`config.mk`:
```
export PLATFORM = sky130hd
export DESIGN_NAME = bcd_calendar_clock
export DESIGN_NICKNAME = d
export VERILOG_FILES = /design/src/rtl/cal_pkg.sv /design/src/rtl/cal_prescaler.sv /design/src/rtl/cal_stage.sv /design/src/rtl/cal_counter.sv /design/src/rtl/bcd_calendar_clock.sv
export SDC_FILE = /design/constraint.sdc
export NUM_CORES = 1
export LEC_CHECK = 0
export BUFFER_PORTS_ARGS = -buffer_cell sky130_fd_sc_hd__buf_2
export CAP_MARGIN = 20
export CELL_PAD_IN_SITES_DETAIL_PLACEMENT = 1
export CELL_PAD_IN_SITES_GLOBAL_PLACEMENT = 1
export CORE_MARGIN = 4
export CORE_UTILIZATION = 30
export CTS_CLUSTER_SIZE = 12
export DETAILED_ROUTE_END_ITERATION = 10
export PLACE_DENSITY_LB_ADDON = 0.1
export SYNTH_ARGS = -nofsm -noshare
export SYNTH_HDL_FRONTEND = slang
export SYNTH_HIERARCHICAL = 1
export SYNTH_SLANG_ARGS = --single-unit
```
`constraint.sdc`:
```
create_clock -name clk -period 3.6 [get_ports clk]
set_input_delay 0.18 -clock clk [delete_from_list [all_inputs] [get_ports clk]]
set_output_delay 0.18 -clock clk [all_outputs]
set_load 0.005 [all_outputs]
```
`src/rtl/cal_pkg.sv`:
```
package cal_pkg;

    localparam int WORD_W   = 16;
    localparam int ADDR_W   = 3;
    localparam int FLAG_BIT = 15;

    localparam logic [ADDR_W-1:0] W_SEC  = 3'd0;
    localparam logic [ADDR_W-1:0] W_MIN  = 3'd1;
    localparam logic [ADDR_W-1:0] W_HOUR = 3'd2;
    localparam logic [ADDR_W-1:0] W_WDAY = 3'd3;
    localparam logic [ADDR_W-1:0] W_DAY  = 3'd4;
    localparam logic [ADDR_W-1:0] W_MON  = 3'd5;
    localparam logic [ADDR_W-1:0] W_YEAR = 3'd6;
    localparam logic [ADDR_W-1:0] W_TRIG = 3'd7;

    typedef struct packed {
        logic [6:0] sec;
        logic [6:0] min;
        logic [5:0] hour;
        logic [2:0] wday;
        logic [5:0] day;
        logic [4:0] mon;
        logic [7:0] year;
        logic       leap;
    } cal_time_t;

    localparam cal_time_t CAL_RESET = '{
        sec:  7'h00,
        min:  7'h00,
        hour: 6'h00,
        wday: 3'd0,
        day:  6'h01,
        mon:  5'h01,
        year: 8'h00,
        leap: 1'b0
    };

    // Increment a two-digit packed BCD value by one.
    function automatic logic [7:0] bcd_inc(input logic [7:0] v);
        logic [7:0] r;
        if (v[3:0] >= 4'd9) begin
            r = {v[7:4] + 4'd1, 4'd0};
        end else begin
            r = {v[7:4], v[3:0] + 4'd1};
        end
        return r;
    endfunction

    // Last valid day (BCD) of a month given the leap flag.
    function automatic logic [5:0] month_last_day(input logic [4:0] mon,
                                                  input logic       leap);
        logic [5:0] r;
        case (mon)
            5'h02:                      r = leap ? 6'h29 : 6'h28;
            5'h04, 5'h06, 5'h09, 5'h11: r = 6'h30;
            default:                    r = 6'h31;
        endcase
        return r;
    endfunction

    // Leap status of a BCD year offset from the 1970 base: offset mod 4 == 2.
    function automatic logic year_is_leap(input logic [7:0] yr);
        logic [4:0] s;
        s = {yr[7:4], 1'b0} + {1'b0, yr[3:0]};
        return (s[1:0] == 2'b10);
    endfunction

endpackage

```
`src/rtl/cal_prescaler.sv`:
```
module cal_prescaler #(
    parameter int PRESCALE = 32768
) (
    input  logic clk,
    input  logic rst_n,
    input  logic ref_pulse,
    input  logic restart,
    output logic sec_tick
);
    localparam int CNT_W = (PRESCALE > 1) ? $clog2(PRESCALE) : 1;
    localparam logic [CNT_W-1:0] LAST = CNT_W'(PRESCALE - 1);

    logic [CNT_W-1:0] cnt_d, cnt_q;

    always_comb begin
        cnt_d    = cnt_q;
        sec_tick = 1'b0;
        if (restart) begin
            cnt_d = '0;
        end else if (ref_pulse) begin
            if (cnt_q == LAST) begin
                cnt_d    = '0;
                sec_tick = 1'b1;
            end else begin
                cnt_d = cnt_q + 1'b1;
            end
        end
    end

    always_ff @(posedge clk or negedge rst_n) begin
        if (!rst_n) cnt_q <= '0;
        else        cnt_q <= cnt_d;
    end
endmodule

```
`src/rtl/cal_stage.sv`:
```
module cal_stage
    import cal_pkg::*;
(
    input  logic              clk,
    input  logic              rst_n,
    input  logic              wr_en,
    input  logic [ADDR_W-1:0] wr_addr,
    input  logic [WORD_W-1:0] wr_data,
    output cal_time_t         staged,
    output logic              commit
);
    cal_time_t stage_d, stage_q;
    logic      unused_bits;

    assign unused_bits = ^wr_data[14:8];

    always_comb begin
        stage_d = stage_q;
        commit  = 1'b0;
        if (wr_en) begin
            case (wr_addr)
                W_SEC:  stage_d.sec  = wr_data[6:0];
                W_MIN:  stage_d.min  = wr_data[6:0];
                W_HOUR: stage_d.hour = wr_data[5:0];
                W_WDAY: stage_d.wday = wr_data[2:0];
                W_DAY:  stage_d.day  = wr_data[5:0];
                W_MON:  stage_d.mon  = wr_data[4:0];
                W_YEAR: begin
                    stage_d.year = wr_data[7:0];
                    stage_d.leap = wr_data[FLAG_BIT];
                end
                default: commit = wr_data[FLAG_BIT];
            endcase
        end
    end

    always_ff @(posedge clk or negedge rst_n) begin
        if (!rst_n) stage_q <= CAL_RESET;
        else        stage_q <= stage_d;
    end

    assign staged = stage_q;
endmodule

```
`src/rtl/cal_counter.sv`:
```
module cal_counter
    import cal_pkg::*;
(
    input  logic      clk,
    input  logic      rst_n,
    input  logic      sec_tick,
    input  logic      load,
    input  cal_time_t load_val,
    output cal_time_t cur
);
    cal_time_t time_d, time_q;

    logic       c_min, c_hour, c_day, c_mon, c_year;
    logic [7:0] inc_sec, inc_min, inc_hour, inc_day, inc_mon, inc_year;
    logic       unused_hi;

    always_comb begin
        inc_sec  = bcd_inc({1'b0, time_q.sec});
        inc_min  = bcd_inc({1'b0, time_q.min});
        inc_hour = bcd_inc({2'b0, time_q.hour});
        inc_day  = bcd_inc({2'b0, time_q.day});
        inc_mon  = bcd_inc({3'b0, time_q.mon});
        inc_year = bcd_inc(time_q.year);

        c_min  = (time_q.sec  >= 7'h59);
        c_hour = c_min  && (time_q.min  >= 7'h59);
        c_day  = c_hour && (time_q.hour >= 6'h23);
        c_mon  = c_day  && (time_q.day  >= month_last_day(time_q.mon, time_q.leap));
        c_year = c_mon  && (time_q.mon  >= 5'h12);

        time_d = time_q;
        if (load) begin
            time_d = load_val;
        end else if (sec_tick) begin
            time_d.sec = c_min ? 7'h00 : inc_sec[6:0];
            if (c_min) begin
                time_d.min = c_hour ? 7'h00 : inc_min[6:0];
            end
            if (c_hour) begin
                time_d.hour = c_day ? 6'h00 : inc_hour[5:0];
            end
            if (c_day) begin
                time_d.wday = (time_q.wday >= 3'd6) ? 3'd0 : time_q.wday + 3'd1;
                time_d.day  = c_mon ? 6'h01 : inc_day[5:0];
            end
            if (c_mon) begin
                time_d.mon = c_year ? 5'h01 : inc_mon[4:0];
            end
            if (c_year) begin
                time_d.year = (time_q.year >= 8'h99) ? 8'h00 : inc_year;
                time_d.leap = year_is_leap(time_d.year);
            end
        end
    end

    assign unused_hi = ^{inc_sec[7], inc_min[7], inc_hour[7:6], inc_day[7:6], inc_mon[7:5]};

    always_ff @(posedge clk or negedge rst_n) begin
        if (!rst_n) time_q <= CAL_RESET;
        else        time_q <= time_d;
    end

    assign cur = time_q;
endmodule

```
`src/rtl/bcd_calendar_clock.sv`:
```
module bcd_calendar_clock
    import cal_pkg::*;
#(
    parameter int PRESCALE = 32768
) (
    input  logic              clk,
    input  logic              rst_n,
    input  logic              ref_pulse,
    input  logic              wr_en,
    input  logic [ADDR_W-1:0] addr,
    input  logic [WORD_W-1:0] wdata,
    output logic [WORD_W-1:0] rdata
);
    logic      sec_tick;
    logic      commit;
    cal_time_t staged;
    cal_time_t cur_time;

    cal_prescaler #(.PRESCALE(PRESCALE)) pre_i (
        .clk       (clk),
        .rst_n     (rst_n),
        .ref_pulse (ref_pulse),
        .restart   (commit),
        .sec_tick  (sec_tick)
    );

    cal_stage stage_i (
        .clk     (clk),
        .rst_n   (rst_n),
        .wr_en   (wr_en),
        .wr_addr (addr),
        .wr_data (wdata),
        .staged  (staged),
        .commit  (commit)
    );

    cal_counter cnt_i (
        .clk      (clk),
        .rst_n    (rst_n),
        .sec_tick (sec_tick),
        .load     (commit),
        .load_val (staged),
        .cur      (cur_time)
    );

    always_comb begin
        rdata = '0;
        case (addr)
            W_SEC:  rdata[6:0] = cur_time.sec;
            W_MIN:  rdata[6:0] = cur_time.min;
            W_HOUR: rdata[5:0] = cur_time.hour;
            W_WDAY: rdata[2:0] = cur_time.wday;
            W_DAY:  rdata[5:0] = cur_time.day;
            W_MON:  rdata[4:0] = cur_time.mon;
            W_YEAR: begin
                rdata[7:0]      = cur_time.year;
                rdata[FLAG_BIT] = cur_time.leap;
            end
            default: rdata = '0;
        endcase
    end
endmodule

```
# Word-level counts from Yosys, hierarchy flattened
# Cells that the tools add are included.
# totals
output_inout_bits,16
register_bits,101
word_cells,135
in_bits,23
# op_classes
magnitude_cmp,13
muxes,36
eq_ne,13
reduce_logical,36
add_sub_neg,15
# ops
op,count
2-to-1 mux 43 bit,2
2-to-1 mux 15 bit,3
2-to-1 mux 7 bit,5
2-to-1 mux 6 bit,5
adder 4 x 1 -> 4 bit (second input constant),7
AND reduction 2 bit,13
>= comparator 4 bit (second input constant),6
one-hot mux 3 bit (7 select lines),1
2-to-1 mux 9 bit,2
2-to-1 mux 8 bit,2
adder 15 x 1 -> 15 bit (second input constant),1
equality test 15 bit (second input constant),1
2-to-1 mux 5 bit,3
nonzero test 3 bit,5
>= comparator 7 bit (second input constant),2
nonzero test 2 bit,7
one-hot mux 2 bit (6 select lines),1
one-hot mux 6 bit (2 select lines),1
AND reduction 3 bit,4
equality test 5 x 3 -> 1 bit (second input constant),2
adder 3 x 1 -> 3 bit (second input constant),3
equality test 3 bit (second input constant),3
>= comparator 8 bit (second input constant),1
2-to-1 mux 1 bit,8
20 further kinds,25

# Logic depth before layout (Yosys ltp)
# logic_depth
word_depth,10
ltp_mapped,14

# By module
# The synthesis kept the hierarchy.
# modules_own_cells
module,cells_each,instances,seq_area_each_um2,area_each_um2
cal_counter,363,1,1078.5,3193.1
cal_stage,101,1,1078.5,1719.1
cal_prescaler,82,1,375.4,800.8
bcd_calendar_clock,63,1,0.0,469.2

# Worst setup path before layout
# No wires, ideal clock.
# synth_path
path_type,register to register
startpoint,reg pre_i.cnt_q[0]
endpoint,reg cnt_i.time_q (netlist bit cnt_i/cur[13])
path_stages_with_launch,11
period_less_slack_ns,2.903
arrival_ns,2.777
slack_ns,0.697
path_cell_list,dfrtp_1 ha_1 nand4_1 or4_4 nor3_1 o211ai_1 a32oi_1 o21a_1 nand2_1 a211oi_1 a2bb2oi_1
# synth_via
elab_chain_len,6
# synth_lines
item,line,source
from (decl),cal_prescaler.sv:13,"logic [CNT_W-1:0] cnt_d, cnt_q;"
from (signal assigned),cal_prescaler.sv:32,else cnt_q <= cnt_d;
equality test 15 bit,cal_prescaler.sv:21,if (cnt_q == LAST) begin
2-to-1 mux 1 bit,cal_prescaler.sv:21,
2-to-1 mux 1 bit,cal_prescaler.sv:20,end else if (ref_pulse) begin
2-to-1 mux 1 bit,cal_prescaler.sv:18,if (restart) begin
named net sec_tick,bcd_calendar_clock.sv:14,logic sec_tick;
nonzero test 2 bit (no line),--,
AND reduction 3 bit (no line),--,
to (signal assigned),cal_counter.sv:60,else time_q <= time_d;
to (decl),cal_counter.sv:11,"cal_time_t time_d, time_q;"
# The timed path passes the listed nets, and every way through them passes these cells.
# A chain may end at the register's enable or synchronous reset.

# Worst setup path in the final report
# layout_path
startpoint,reg cnt_i.time_q (netlist bit cnt_i/cur[9])
endpoint,reg cnt_i.time_q (netlist bit cnt_i/cur[16])
# layout_via
elab_chain_len,9
elab_cells_between_ends,13
cone_classes,1 x order compare; 5 x eq/ne; 5 x mux; 2 x reduce/logical
# layout_lines
item,line,source
equality test 5 x 3 -> 1 bit (tied with other cells),cal_pkg.sv:53,case (mon)
OR reduction 4 bit,cal_pkg.sv:53,
one-hot mux 6 bit (2 select lines) (*),cal_pkg.sv:53,
>= comparator 6 bit (*),cal_counter.sv:28,"c_mon = c_day && (time_q.day >= month_last_day(time_q.mon, time_q.leap));"
logical AND 1 bit (*),cal_counter.sv:28,
2-to-1 mux 6 bit (*),cal_counter.sv:44,time_d.day = c_mon ? 6'h01 : inc_day[5:0];
2-to-1 mux 9 bit (*),cal_counter.sv:42,if (c_day) begin
2-to-1 mux 43 bit (*),cal_counter.sv:34,end else if (sec_tick) begin
2-to-1 mux 43 bit (*),cal_counter.sv:32,if (load) begin
# Mark *: on every way between the ends. The rest lies on a longest branch, timed or not. The select of a mux whose other input is x is not followed.

==> metrics.md <==
| Metric | Value |
|---|---|
| Largest net degree at the start of global routing | 68 |
| Hold Fails Final Rpt | 36 |
| Seq/Total Area, Yosys | 41.0% |
| Max Buffers Root-to-Sink | 2 |
| Period minus WS final | 3.28 ns |
| First-pass GRT wire length | 29900 um |
| Worst hold path class | input port to asynchronous set/reset pin |
| Commonest cells in the netlist | dfrtp_1, nor2_1, a21oi_1, mux2_2, nand2_1 |
| Post-synthesis cell area | between 6000 and 7000 um^2 |
| Clk_skew | ~0.0076 ns |
| Syn Area/Cell | around 10 um^2 |
| Data required, critical path | ~3.9 ns |
| TritonCTS clock tree | built |
| Clk root buf | clkbuf_16 |
| Remaining DRCs | 0 |
| Via Count | between 4000 and 5000 |
| Worst hold margin | -0.0304 ns |
| # hold bufs at CTS | 0 |
| Slowest CP cell | dfstp_2 |
| Die Width | around 150 um |
| Final TNS setup | 0 ns |
| Design Area, Final | just under 7000 um^2 |
| Detailed Route Iter0 Violations | 230 |
| Predominant post-synthesis flop cell | dfrtp_1 |
| Pins Over Slew Limit | 0 |
| Post-synth top area cell | dfrtp_1 |
| Fillers | between 2000 and 2500 |
| Largest delay share family, worst path | compound AO/OA/AOI/OAI gates |
| Leading post-synthesis cells by cell area | dfrtp_1, mux2_2, ha_1 |
| Core ar. | a little over 20000 um^2 |
| GP Congestion | 0.810 |
| Final Setup Violations | 0 |
| Worst-path maximum fanout | 8 |
| Reg2Reg Capture Point | cnt_i/cur[16]$_DFFE_PN0P_ |
| Normalized max-slew margin | about 37% |
| Htree depth | 3 |
| Post-CTS Setup Repair Bufs | 0 |
| # rows | 52 |
| DR WL/cell | 20.8 um |
| Layout cells sized above 1 | 21.2% |
| Fmax | 305 MHz |
| Worst-margin pin slew | 0.940 ns |
| Critical Path, Cell by Cell | inv_1 -> ha_1 -> o21ai_0 -> a21oi_1 -> a31oi_1 -> nor2_1 -> a31oi_1 -> ha_1 -> nor4b_2 -> o22ai_1 -> o21a_2 -> or2_1 -> nor4b_1 -> a221o_1 |
| Vias per cell | between 5 and 6 |
| M1 WL | 9750 um |
| P&R area growth vs syn | 10.6% |
| Worst Setup SP | cnt_i/cur[9]$_DFFE_PN1P_ |
| Ports | 39 |
| Critical path type | flip-flop to flip-flop |
| DR WL met2 | approximately 8400 um |
| Max layer used | met4 |
| Synth unique cells | slightly below 90 |
| WP buf/inv | 1 |
| Total global-route track usage | between 10% and 20% |
| Final worst-path cycle share | around nine tenths |
| Worst-path clk slew | roughly 0.070 ns |
| Synth async-reset ratio | 100% |
| EDFF count, synth | 0 |
| Dpl hpwl | ~13000 um |
| Vias in the first global route | roughly 5000 |
| Violated checks | hold timing |
| Die ar. | approximately 23000 um^2 |
| NumNets Final | 688 |
| CTS resizes | 0 |
| CP max stage delay | between 0.5 and 0.6 ns |
| Critical path capture point type | flip-flop |
| Port bufs | 24 |
| Worst r2r src | cnt_i/cur[9]$_DFFE_PN1P_ |
| Post-Syn Instances | ~600 |
| Data arrival, critical path | around 3.6 ns |
| Max Cap Violations | 0 |
| Clock sinks | 101 |
| Power Density | ~510 nW/um^2 |
| Reg2reg path depth | 14 |
| P_leak | ~3 nW |
| Synth Register Bits | around 100 |
| Final WS setup | roughly 0.32 ns |
| Met3 WL | 498 um |
| Synth top area share | about two fifths |
| Cell total after placement | 892 |
| Initial core utilization | 30.6% |
| Total CTS buffers | 9 |
| RSZ-0062 raised after global routing | no |
| Clk_lat worst skew | about 0.35 ns |
| Syn. warnings | 6 |
| CP startpoint kind | flip-flop |
| Initial antenna violation count | 1 |
| Pre-CTS setup slack | 0.346 ns |
| Post-route ant nets | 0 |
| R2R setup slack | between 0.3 and 0.4 ns |
| Top-count cell post-synth | dfrtp_1 |
| Die H | ~150 um |
| Fin cells | 907 |
| Antenna diodes | 0 |
| Status | complete, but fails checks |
| IR drop worst, VDD | ~0.21 mV |
| DRT Pass-1 Iters | 4 |
| Post-DP Area | 6570 um^2 |
| Total Wirelength | 18900 um |
| Total gr overflow | 0 |
flip-flops by register name (all words and copies together) (netlist names):
name	flops
stage_i/staged	43
cnt_i/cur	43
pre_i/cnt_q	15
routing by layer:
layer	up-vias	GRT usage, %
met5	-	0
met4	0	3.37
met3	12	2.59
met2	62	26.7
met1	2469	25.2
li1	2278	-
power by group:
part           internal (mW)  switching, mW
Clock                  0.491          0.462
Combinational          0.394          0.456
Sequential              1.36          0.305
Total                   2.24           1.22
cells by family (layout without fill, tap and decap cells):
logic type	Yosys count	count (layout)	share of synthesized area, %
AO/OA/AOI/OAI	164	164	18.9
XOR/XNOR	11	11	1.56
adder cells (fa/ha/maj)	32	32	6.48
buffers and inverters	64	86	5.57
flip-flops	101	101	41.0
multiplexers	55	55	9.98
other	1	7	0.0607
AND/OR/NAND/NOR	181	181	16.5
metrics by stage:
step           power (mW)  util (%)
4_1_cts              3.52      33.8
5_1_grt              3.71      33.8
3_5_place_dp         2.53      32.4
6_report             3.46      33.8
3_3_place_gp         2.50      32.4
2_1_floorplan        2.22         -
layout make-up:
type | instances | area [um^2] | area share (%)
multi-input combinational | 450 | 3340 | 48.8
clock inverter | 4 | 32.5 | 0.476
sequential | 101 | 2530 | 37.0
clock buffer | 11 | 243 | 3.55
tap | 270 | 338 | 4.94
timing repair buffer | 40 | 243 | 3.55
inverter | 31 | 116 | 1.70
layout by cell type, fill, tap and decap left out, types with 10 or more instances in the layout:
| master | count |
|---|---|
| a21oi_1 | 45 |
| a22oi_1 | 10 |
| a31oi_1 | 11 |
| buf_2 | 23 |
| buf_4 | 17 |
| dfrtp_1 | 97 |
| ha_1 | 32 |
| inv_1 | 30 |
| mux2_2 | 43 |
| nand2_1 | 35 |
| nand3_1 | 17 |
| nor2_1 | 50 |
| nor3_1 | 11 |
| o21ai_0 | 21 |
worst max-delay path by stage:
stage	cells past startpoint	slack (ns)	endpoint
final	14	0.32	cnt_i/cur[16]$_DFFE_PN0P_
after global routing	14	0.11	cnt_i/cur[16]$_DFFE_PN0P_
after CTS	14	0.32	cnt_i/cur[16]$_DFFE_PN0P_
after detailed placement	14	0.35	cnt_i/cur[16]$_DFFE_PN0P_
after global placement	14	0.37	cnt_i/cur[16]$_DFFE_PN0P_
after floorplan	10	0.70	cnt_i/cur[13]$_DFFE_PN0P_
Note: power is estimated with default switching activity, not from simulation.
